--- src/rtl/spi_port_pkg.sv ---
package spi_port_pkg;

   // Header sent ahead of the payload, most significant field first.
   typedef struct packed {
      logic [1:0] addr;  // register address
      logic       rrs;   // 1: return live enables, 0: return write echo
      logic       ro;    // 1: commit payload, 0: read only
   } hdr_t;

   localparam int HDR_W = $bits(hdr_t);

endpackage

--- src/rtl/spi_sync.sv ---
module spi_sync #(
   parameter int STAGES  = 2,
   parameter bit RST_VAL = 1'b0
) (
   input  logic clk,
   input  logic rst_n,
   input  logic din,
   output logic dout
);

   generate
      if (STAGES == 0) begin : g_direct
         assign dout = din;
      end else begin : g_chain
         logic [STAGES-1:0] chain;
         always_ff @(posedge clk) begin
            if (!rst_n) chain <= {STAGES{RST_VAL}};
            else        chain <= (chain << 1) | STAGES'(din);
         end
         assign dout = chain[STAGES-1];
      end
   endgenerate

endmodule

--- src/rtl/spi_frame_engine.sv ---
module spi_frame_engine
   import spi_port_pkg::*;
#(
   parameter int DATA_W = 12,
   parameter int CNT_W  = 5,
   localparam int FRAME_W = HDR_W + DATA_W
) (
   input  logic               clk,
   input  logic               rst_n,
   input  logic               sck_rise,
   input  logic               sck_fall,
   input  logic               cs_fall,
   input  logic               cs_rise,
   input  logic               mosi,
   input  logic [DATA_W-1:0]  rd_word,
   output hdr_t               hdr_now,
   output logic               miso,
   output logic               done,
   output logic               len_ok,
   output logic [FRAME_W-1:0] frame
);

   localparam logic [CNT_W-1:0] CNT_MAX  = '1;
   localparam logic [CNT_W-1:0] CNT_HDR  = CNT_W'(HDR_W - 1);
   localparam logic [CNT_W-1:0] CNT_FULL = CNT_W'(FRAME_W);

   logic               active;
   logic [CNT_W-1:0]   cnt;
   logic [FRAME_W-1:0] rx;
   logic [FRAME_W-1:0] tx;

   // Header as it stands once the current bit is shifted in.
   assign hdr_now = hdr_t'({rx[HDR_W-2:0], mosi});
   assign miso    = active & tx[FRAME_W-1];

   always_ff @(posedge clk) begin
      if (!rst_n) begin
         active <= 1'b0;
         cnt    <= '0;
         rx     <= '0;
         tx     <= '0;
         done   <= 1'b0;
         len_ok <= 1'b0;
         frame  <= '0;
      end else begin
         done <= 1'b0;
         if (cs_fall) begin
            active <= 1'b1;
            cnt    <= '0;
            rx     <= '0;
            tx     <= '0;
         end else if (active) begin
            if (cs_rise) begin
               active <= 1'b0;
               done   <= 1'b1;
               len_ok <= (cnt == CNT_FULL);
               frame  <= rx;
               tx     <= '0;
            end else if (sck_rise) begin
               rx <= {rx[FRAME_W-2:0], mosi};
               if (cnt != CNT_MAX) cnt <= cnt + 1'b1;
               // The next falling edge moves rd_word's MSB to the output bit.
               if (cnt == CNT_HDR) tx <= {1'b0, rd_word, {(HDR_W-1){1'b0}}};
            end else if (sck_fall) begin
               tx <= {tx[FRAME_W-2:0], 1'b0};
            end
         end
      end
   end

   a_r8_cnt_saturates: assert property (@(posedge clk) disable iff (!rst_n)
      (active && !cs_fall && !cs_rise && sck_rise && cnt == CNT_MAX) |=> (cnt == CNT_MAX));

   a_r4_header_quiet: assert property (@(posedge clk) disable iff (!rst_n)
      (active && cnt <= CNT_HDR) |-> !miso);

   a_r6_done_single: assert property (@(posedge clk) disable iff (!rst_n)
      done |=> !done);

endmodule

--- src/rtl/ien_regfile.sv ---
module ien_regfile
   import spi_port_pkg::*;
#(
   parameter int         DATA_W     = 12,
   parameter logic [1:0] IEN_ADDR   = 2'b01,
   parameter int         SPIFIE_BIT = 8,
   parameter int         RSV_BIT    = 2,
   localparam int        FRAME_W    = HDR_W + DATA_W
) (
   input  logic               clk,
   input  logic               rst_n,
   input  logic               done,
   input  logic               len_ok,
   input  logic [FRAME_W-1:0] frame,
   input  hdr_t               hdr_now,
   input  logic               startup_mode,
   output logic [DATA_W-1:0]  ien,
   output logic [DATA_W-1:0]  rd_word,
   output logic               irq,
   output logic               rst_req
);

   logic [DATA_W-1:0] echo;
   logic [DATA_W-1:0] rsv_mask;
   hdr_t              fh;
   logic [DATA_W-1:0] payload;
   logic              wr_en;
   logic              fault;

   generate
      if (RSV_BIT >= 0) begin : g_rsv
         assign rsv_mask = DATA_W'(1) << RSV_BIT;
      end else begin : g_no_rsv
         assign rsv_mask = '0;
      end
   endgenerate

   assign fh      = hdr_t'(frame[FRAME_W-1 -: HDR_W]);
   assign payload = frame[DATA_W-1:0];
   assign wr_en   = done & len_ok & (fh.addr == IEN_ADDR) & fh.ro;
   assign fault   = done & ~len_ok & ien[SPIFIE_BIT];

   always_comb begin
      if (hdr_now.addr != IEN_ADDR) rd_word = '0;
      else if (hdr_now.rrs)         rd_word = ien;
      else                          rd_word = echo;
   end

   always_ff @(posedge clk) begin
      if (!rst_n) begin
         ien     <= '0;
         echo    <= '0;
         irq     <= 1'b0;
         rst_req <= 1'b0;
      end else begin
         if (wr_en) begin
            ien  <= payload & ~rsv_mask;
            echo <= payload;
         end
         irq     <= fault & ~startup_mode;
         rst_req <= fault & startup_mode;
      end
   end

   a_r5_bad_len_keeps: assert property (@(posedge clk) disable iff (!rst_n)
      (done && !len_ok) |=> ($stable(ien) && $stable(echo)));

   a_r3_read_only_keeps: assert property (@(posedge clk) disable iff (!rst_n)
      (done && !frame[FRAME_W-HDR_W]) |=> $stable(ien));

   a_r6_one_target: assert property (@(posedge clk) disable iff (!rst_n)
      !(irq && rst_req));

   a_r6_needs_enable: assert property (@(posedge clk) disable iff (!rst_n)
      (irq || rst_req) |-> $past(ien[SPIFIE_BIT]));

   a_r7_rsv_clear: assert property (@(posedge clk) disable iff (!rst_n)
      (ien & rsv_mask) == '0);

endmodule

--- src/rtl/spi_irq_port.sv ---
module spi_irq_port
   import spi_port_pkg::*;
#(
   parameter int         DATA_W      = 12,
   parameter int         CNT_W       = 5,
   parameter int         SYNC_STAGES = 2,
   parameter logic [1:0] IEN_ADDR    = 2'b01,
   parameter int         SPIFIE_BIT  = 8,
   parameter int         RSV_BIT     = 2
) (
   input  logic              clk,
   input  logic              rst_n,
   input  logic              sck,
   input  logic              cs_n,
   input  logic              mosi,
   input  logic              startup_mode,
   output logic              miso,
   output logic [DATA_W-1:0] ien,
   output logic              irq,
   output logic              rst_req
);

   localparam int FRAME_W = HDR_W + DATA_W;
   localparam int CNT_MAX = (1 << CNT_W) - 1;

   generate
      if (CNT_MAX <= FRAME_W) begin : g_bad_cnt
         $error("CNT_W too small to detect overlong frames");
      end
      if (SPIFIE_BIT >= DATA_W || RSV_BIT >= DATA_W) begin : g_bad_bit
         $error("enable bit positions outside payload");
      end
   endgenerate

   logic sck_s, cs_s, mosi_s;
   logic sck_d, cs_d;
   logic sck_rise, sck_fall, cs_fall, cs_rise;

   spi_sync #(.STAGES(SYNC_STAGES), .RST_VAL(1'b0)) u_sck
      (.clk(clk), .rst_n(rst_n), .din(sck), .dout(sck_s));
   spi_sync #(.STAGES(SYNC_STAGES), .RST_VAL(1'b1)) u_cs
      (.clk(clk), .rst_n(rst_n), .din(cs_n), .dout(cs_s));
   spi_sync #(.STAGES(SYNC_STAGES), .RST_VAL(1'b0)) u_mosi
      (.clk(clk), .rst_n(rst_n), .din(mosi), .dout(mosi_s));

   always_ff @(posedge clk) begin
      if (!rst_n) begin
         sck_d <= 1'b0;
         cs_d  <= 1'b1;
      end else begin
         sck_d <= sck_s;
         cs_d  <= cs_s;
      end
   end

   assign sck_rise = sck_s & ~sck_d;
   assign sck_fall = ~sck_s & sck_d;
   assign cs_fall  = ~cs_s & cs_d;
   assign cs_rise  = cs_s & ~cs_d;

   hdr_t               hdr_now;
   logic [DATA_W-1:0]  rd_word;
   logic               done, len_ok;
   logic [FRAME_W-1:0] frame;

   spi_frame_engine #(.DATA_W(DATA_W), .CNT_W(CNT_W)) u_eng (
      .clk(clk), .rst_n(rst_n),
      .sck_rise(sck_rise), .sck_fall(sck_fall),
      .cs_fall(cs_fall), .cs_rise(cs_rise),
      .mosi(mosi_s), .rd_word(rd_word), .hdr_now(hdr_now),
      .miso(miso), .done(done), .len_ok(len_ok), .frame(frame)
   );

   ien_regfile #(
      .DATA_W(DATA_W), .IEN_ADDR(IEN_ADDR),
      .SPIFIE_BIT(SPIFIE_BIT), .RSV_BIT(RSV_BIT)
   ) u_reg (
      .clk(clk), .rst_n(rst_n), .done(done), .len_ok(len_ok),
      .frame(frame), .hdr_now(hdr_now), .startup_mode(startup_mode),
      .ien(ien), .rd_word(rd_word), .irq(irq), .rst_req(rst_req)
   );

endmodule

--- config.mk ---
export PLATFORM = sky130hd
export DESIGN_NAME = spi_irq_port
export DESIGN_NICKNAME = d
export VERILOG_FILES = /design/src/rtl/spi_port_pkg.sv /design/src/rtl/spi_sync.sv /design/src/rtl/spi_frame_engine.sv /design/src/rtl/ien_regfile.sv /design/src/rtl/spi_irq_port.sv
export SDC_FILE = /design/constraint.sdc
export NUM_CORES = 1
export LEC_CHECK = 0
export CORE_UTILIZATION = 60
export CTS_BUF_LIST = sky130_fd_sc_hd__clkbuf_4 sky130_fd_sc_hd__clkbuf_8 sky130_fd_sc_hd__clkbuf_16
export CTS_CLUSTER_SIZE = 40
export DETAILED_ROUTE_END_ITERATION = 10
export PLACE_DENSITY_LB_ADDON = 0.3
export SYNTH_ARGS = -nofsm -noshare
export SYNTH_HDL_FRONTEND = slang
export SYNTH_HIERARCHICAL = 1
export SYNTH_SLANG_ARGS = --single-unit
--- constraint.sdc ---
create_clock -name clk -period 3.1 [get_ports clk]
set_clock_uncertainty 0.1 [all_clocks]
set_input_delay 0.31 -clock clk [delete_from_list [all_inputs] [get_ports clk]]
set_output_delay 0.31 -clock clk [all_outputs]
set_load 0.01 [all_outputs]
==> results.cfg <==
[timing]
period_minus_slack_ns = 2.24
timing_worst_slew_pin_value_ns = 0.878
finalMaxSlewViolations = 0
final_hold_viol_count = 0
slew-limit-headroom_pct = 41.2
finalCritPeriodShare_pct = 72.1
clock.fmax_mhz = 447
setup-tns-final_ns = 0
setup_repair_after_global_routing_missed_its_margin = false
hold_slack_ns = 0.313
setup_viol_count_final = 0

[layout]
final_layout_size_suffix_gt1_share_pct = 9.24
nFillCells = 424
fin_nets = 361
ant_cells = 0
multi_input_comb_area_mm2 = 0.00148
area_growth_synth_to_finish_pct = 9.91
area.sequential_mm2 = 0.00148

[global_routing]
maximum_number_of_pins_on_one_net_before_global_route_repair = 53
grt_use_total_pct = 22.4
vias_in_the_first_global_route = 1954
antenna_violations_before_repair = 0
global_route.overflow_total = 0
first_pass_grt_wire_length_um = 9290

[die]
core_area_mm2 = 0.00514
fp.dieArea_mm2 = 0.00566
initial_standard_cell_utilization_of_the_core_pct = 62.6
num_rows = 26
die_span_in_x_um = 75.2
pin_count = 21
chipHeight_um = 75.2

[synthesis]
netlist_instances = 355
synth_area_per_cell_um2 = 9.07
synth.cell_area_mm2 = 0.00322
yosys_warnings = 6
synth_nets = 364

[clock_network]
cts.clk_slew.worst_paths_ns = 0.08
cts_tree = done
cts.sink_count = 74
root_buffer = clkbuf_8
numCtsBuffers = 9
cts_hold_buf = 0
post-cts-setup-buffers = 0
post_cts_sizing_count = 0
clock_latency_ns = 0.34
clk_path_buf_depth = 2
ctsHtreeMaxLevel = 3

[power_and_ir_drop]
ir_drop_mv = 0.283
cellPowerDensity_mw_per_mm2 = 545
static-leakage-power_nw = 1.19

[routing]
number_of_vias_after_detailed_routing = 2256
total_routed_wirelength_um = 5760
final_antenna_net_count = 0
wl_per_cell_um = 13.5
vias_per_cell = 5.28
route.detailed.drc = 0
drt_first_pass_iters = 4
dr.first_iter.drc_count = 154

[critical_path]
worstPathMaxFanout = 17
critPathRequiredTime_ns = 3.28
cp_common_cell = nor2b_1
setup.worst_path.class = flip-flop to flip-flop
timing.critical_path.from_type = flip-flop
max_stage_delay_ns = 0.60
worst-path-buf-inv = 0
timing.critical_path.cells = nor2b_1 > nand3b_1 > nor4_1 > a21oi_1 > nor2b_1
crit_slowest_cell = nand3b_1
critical_path.top_delay_family = simple AND/OR/NAND/NOR gates
worst-endpoint-arrival_ns = 2.41
worst_setup_path_end_kind = flip-flop

[status]
run_status = finished clean

[placed_design]
hpwl_um = 3760
port-buffer-count = 19
finalWeightedCongestion = 0.750

[flow_run]
drv.max_cap_violation_count = 0

[worst_hold_path]
min_path_type = flip-flop to flip-flop
==> path summary, 6_finish.rpt <==
| check | from | to | slack, ns | cells after the start |
|---|---|---|---|---|
| worst max-delay path | u_cs/g_chain.chain[1] | u_eng/len_ok | 0.86 | 5 |
| worst min-delay path | u_cs/g_chain.chain[0] | u_cs/g_chain.chain[1] | 0.31 | 1 |
| worst max register to register | u_cs/g_chain.chain[1] | u_eng/len_ok | 0.86 | 5 |
| worst min register to register | u_cs/g_chain.chain[0] | u_cs/g_chain.chain[1] | 0.31 | 1 |
==> cell usage in the layout, fill, tap and decap left out, drive strengths merged, types with 2 or more instances in the layout <==
cell / n
inv: 6
o21ai: 4
xor2: 2
a21oi: 20
nor2: 8
clkdlybuf4s50: 19
ha: 3
buf: 5
bufinv: 3
nand2: 92
dfxtp: 74
nand2b: 5
and4bb: 2
mux2i: 23
o41ai: 11
nor2b: 8
and2: 18
o211ai: 12
nand4: 2
a21boi: 15
clkbuf: 9
==> layer usage <==
| metal | GRT usage [%] | part of all wire [%] | vias to the layer above |
|---|---|---|---|
| li1 | - | - | 1177 |
| met1 | 30.8 | 49 | 1039 |
| met2 | 33.3 | 46 | 32 |
| met3 | 4.42 | 3.0 | 8 |
| met4 | 11.7 | 1.9 | 0 |
| met5 | 0 | 0 | - |
==> where the power goes <==
part / switching [mW] / internal [mW] / total [mW]
Combinational: 0.0426 / 0.0200 / 0.0627
Clock: 0.368 / 0.541 / 0.909
Sequential: 0.00253 / 0.955 / 0.957
Total: 0.413 / 1.52 / 1.93
==> metrics by stage <==
step | utilization [%] | total power [mW] | instances | cell area [µm²] | setup slack [ns]
after detailed placement | 64.0 | 1.04 | 411 | 3290 | 0.876
after floorplan | - | 1.03 | 355 | 3220 | 1.34
final | 68.8 | 1.93 | 427 | 3540 | 0.863
after global placement | 64.0 | 1.04 | 411 | 3290 | 0.893
after CTS | 68.8 | 1.94 | 427 | 3540 | 0.844
after global routing | 68.8 | 2.00 | 427 | 3540 | 0.571
==> final cells by class <==
class	instances	area share (%)
clock buffer	9	3.50
clock inverter	7	3.50
inverter	4	0.424
multi-input combinational	239	41.8
sequential	74	41.9
tap	70	2.48
timing repair buffer	24	6.44
==> worst reg2reg max path, cell delays in order, from the launching register on <==
cell and delay (ns):
dfxtp_1 0.34, nor2b_1 0.49, nand3b_1 0.60, nor4_1 0.46, a21oi_1 0.07, nor2b_1 0.12
==> state kept, by name, indices dropped and copies added, names as in the netlist <==
register,flops
u_eng/rx,16
u_eng/frame,15
u_eng/tx,13
u_reg/echo,12
u_eng/cnt,5
u_cs/g_chain.chain,2
u_mosi/g_chain.chain,2
u_sck/g_chain.chain,2
cs_d,1
sck_d,1
u_eng/active,1
u_eng/done,1
u_eng/len_ok,1
u_reg/irq,1
u_reg/rst_req,1
Power figures use the tool's default switching activity.
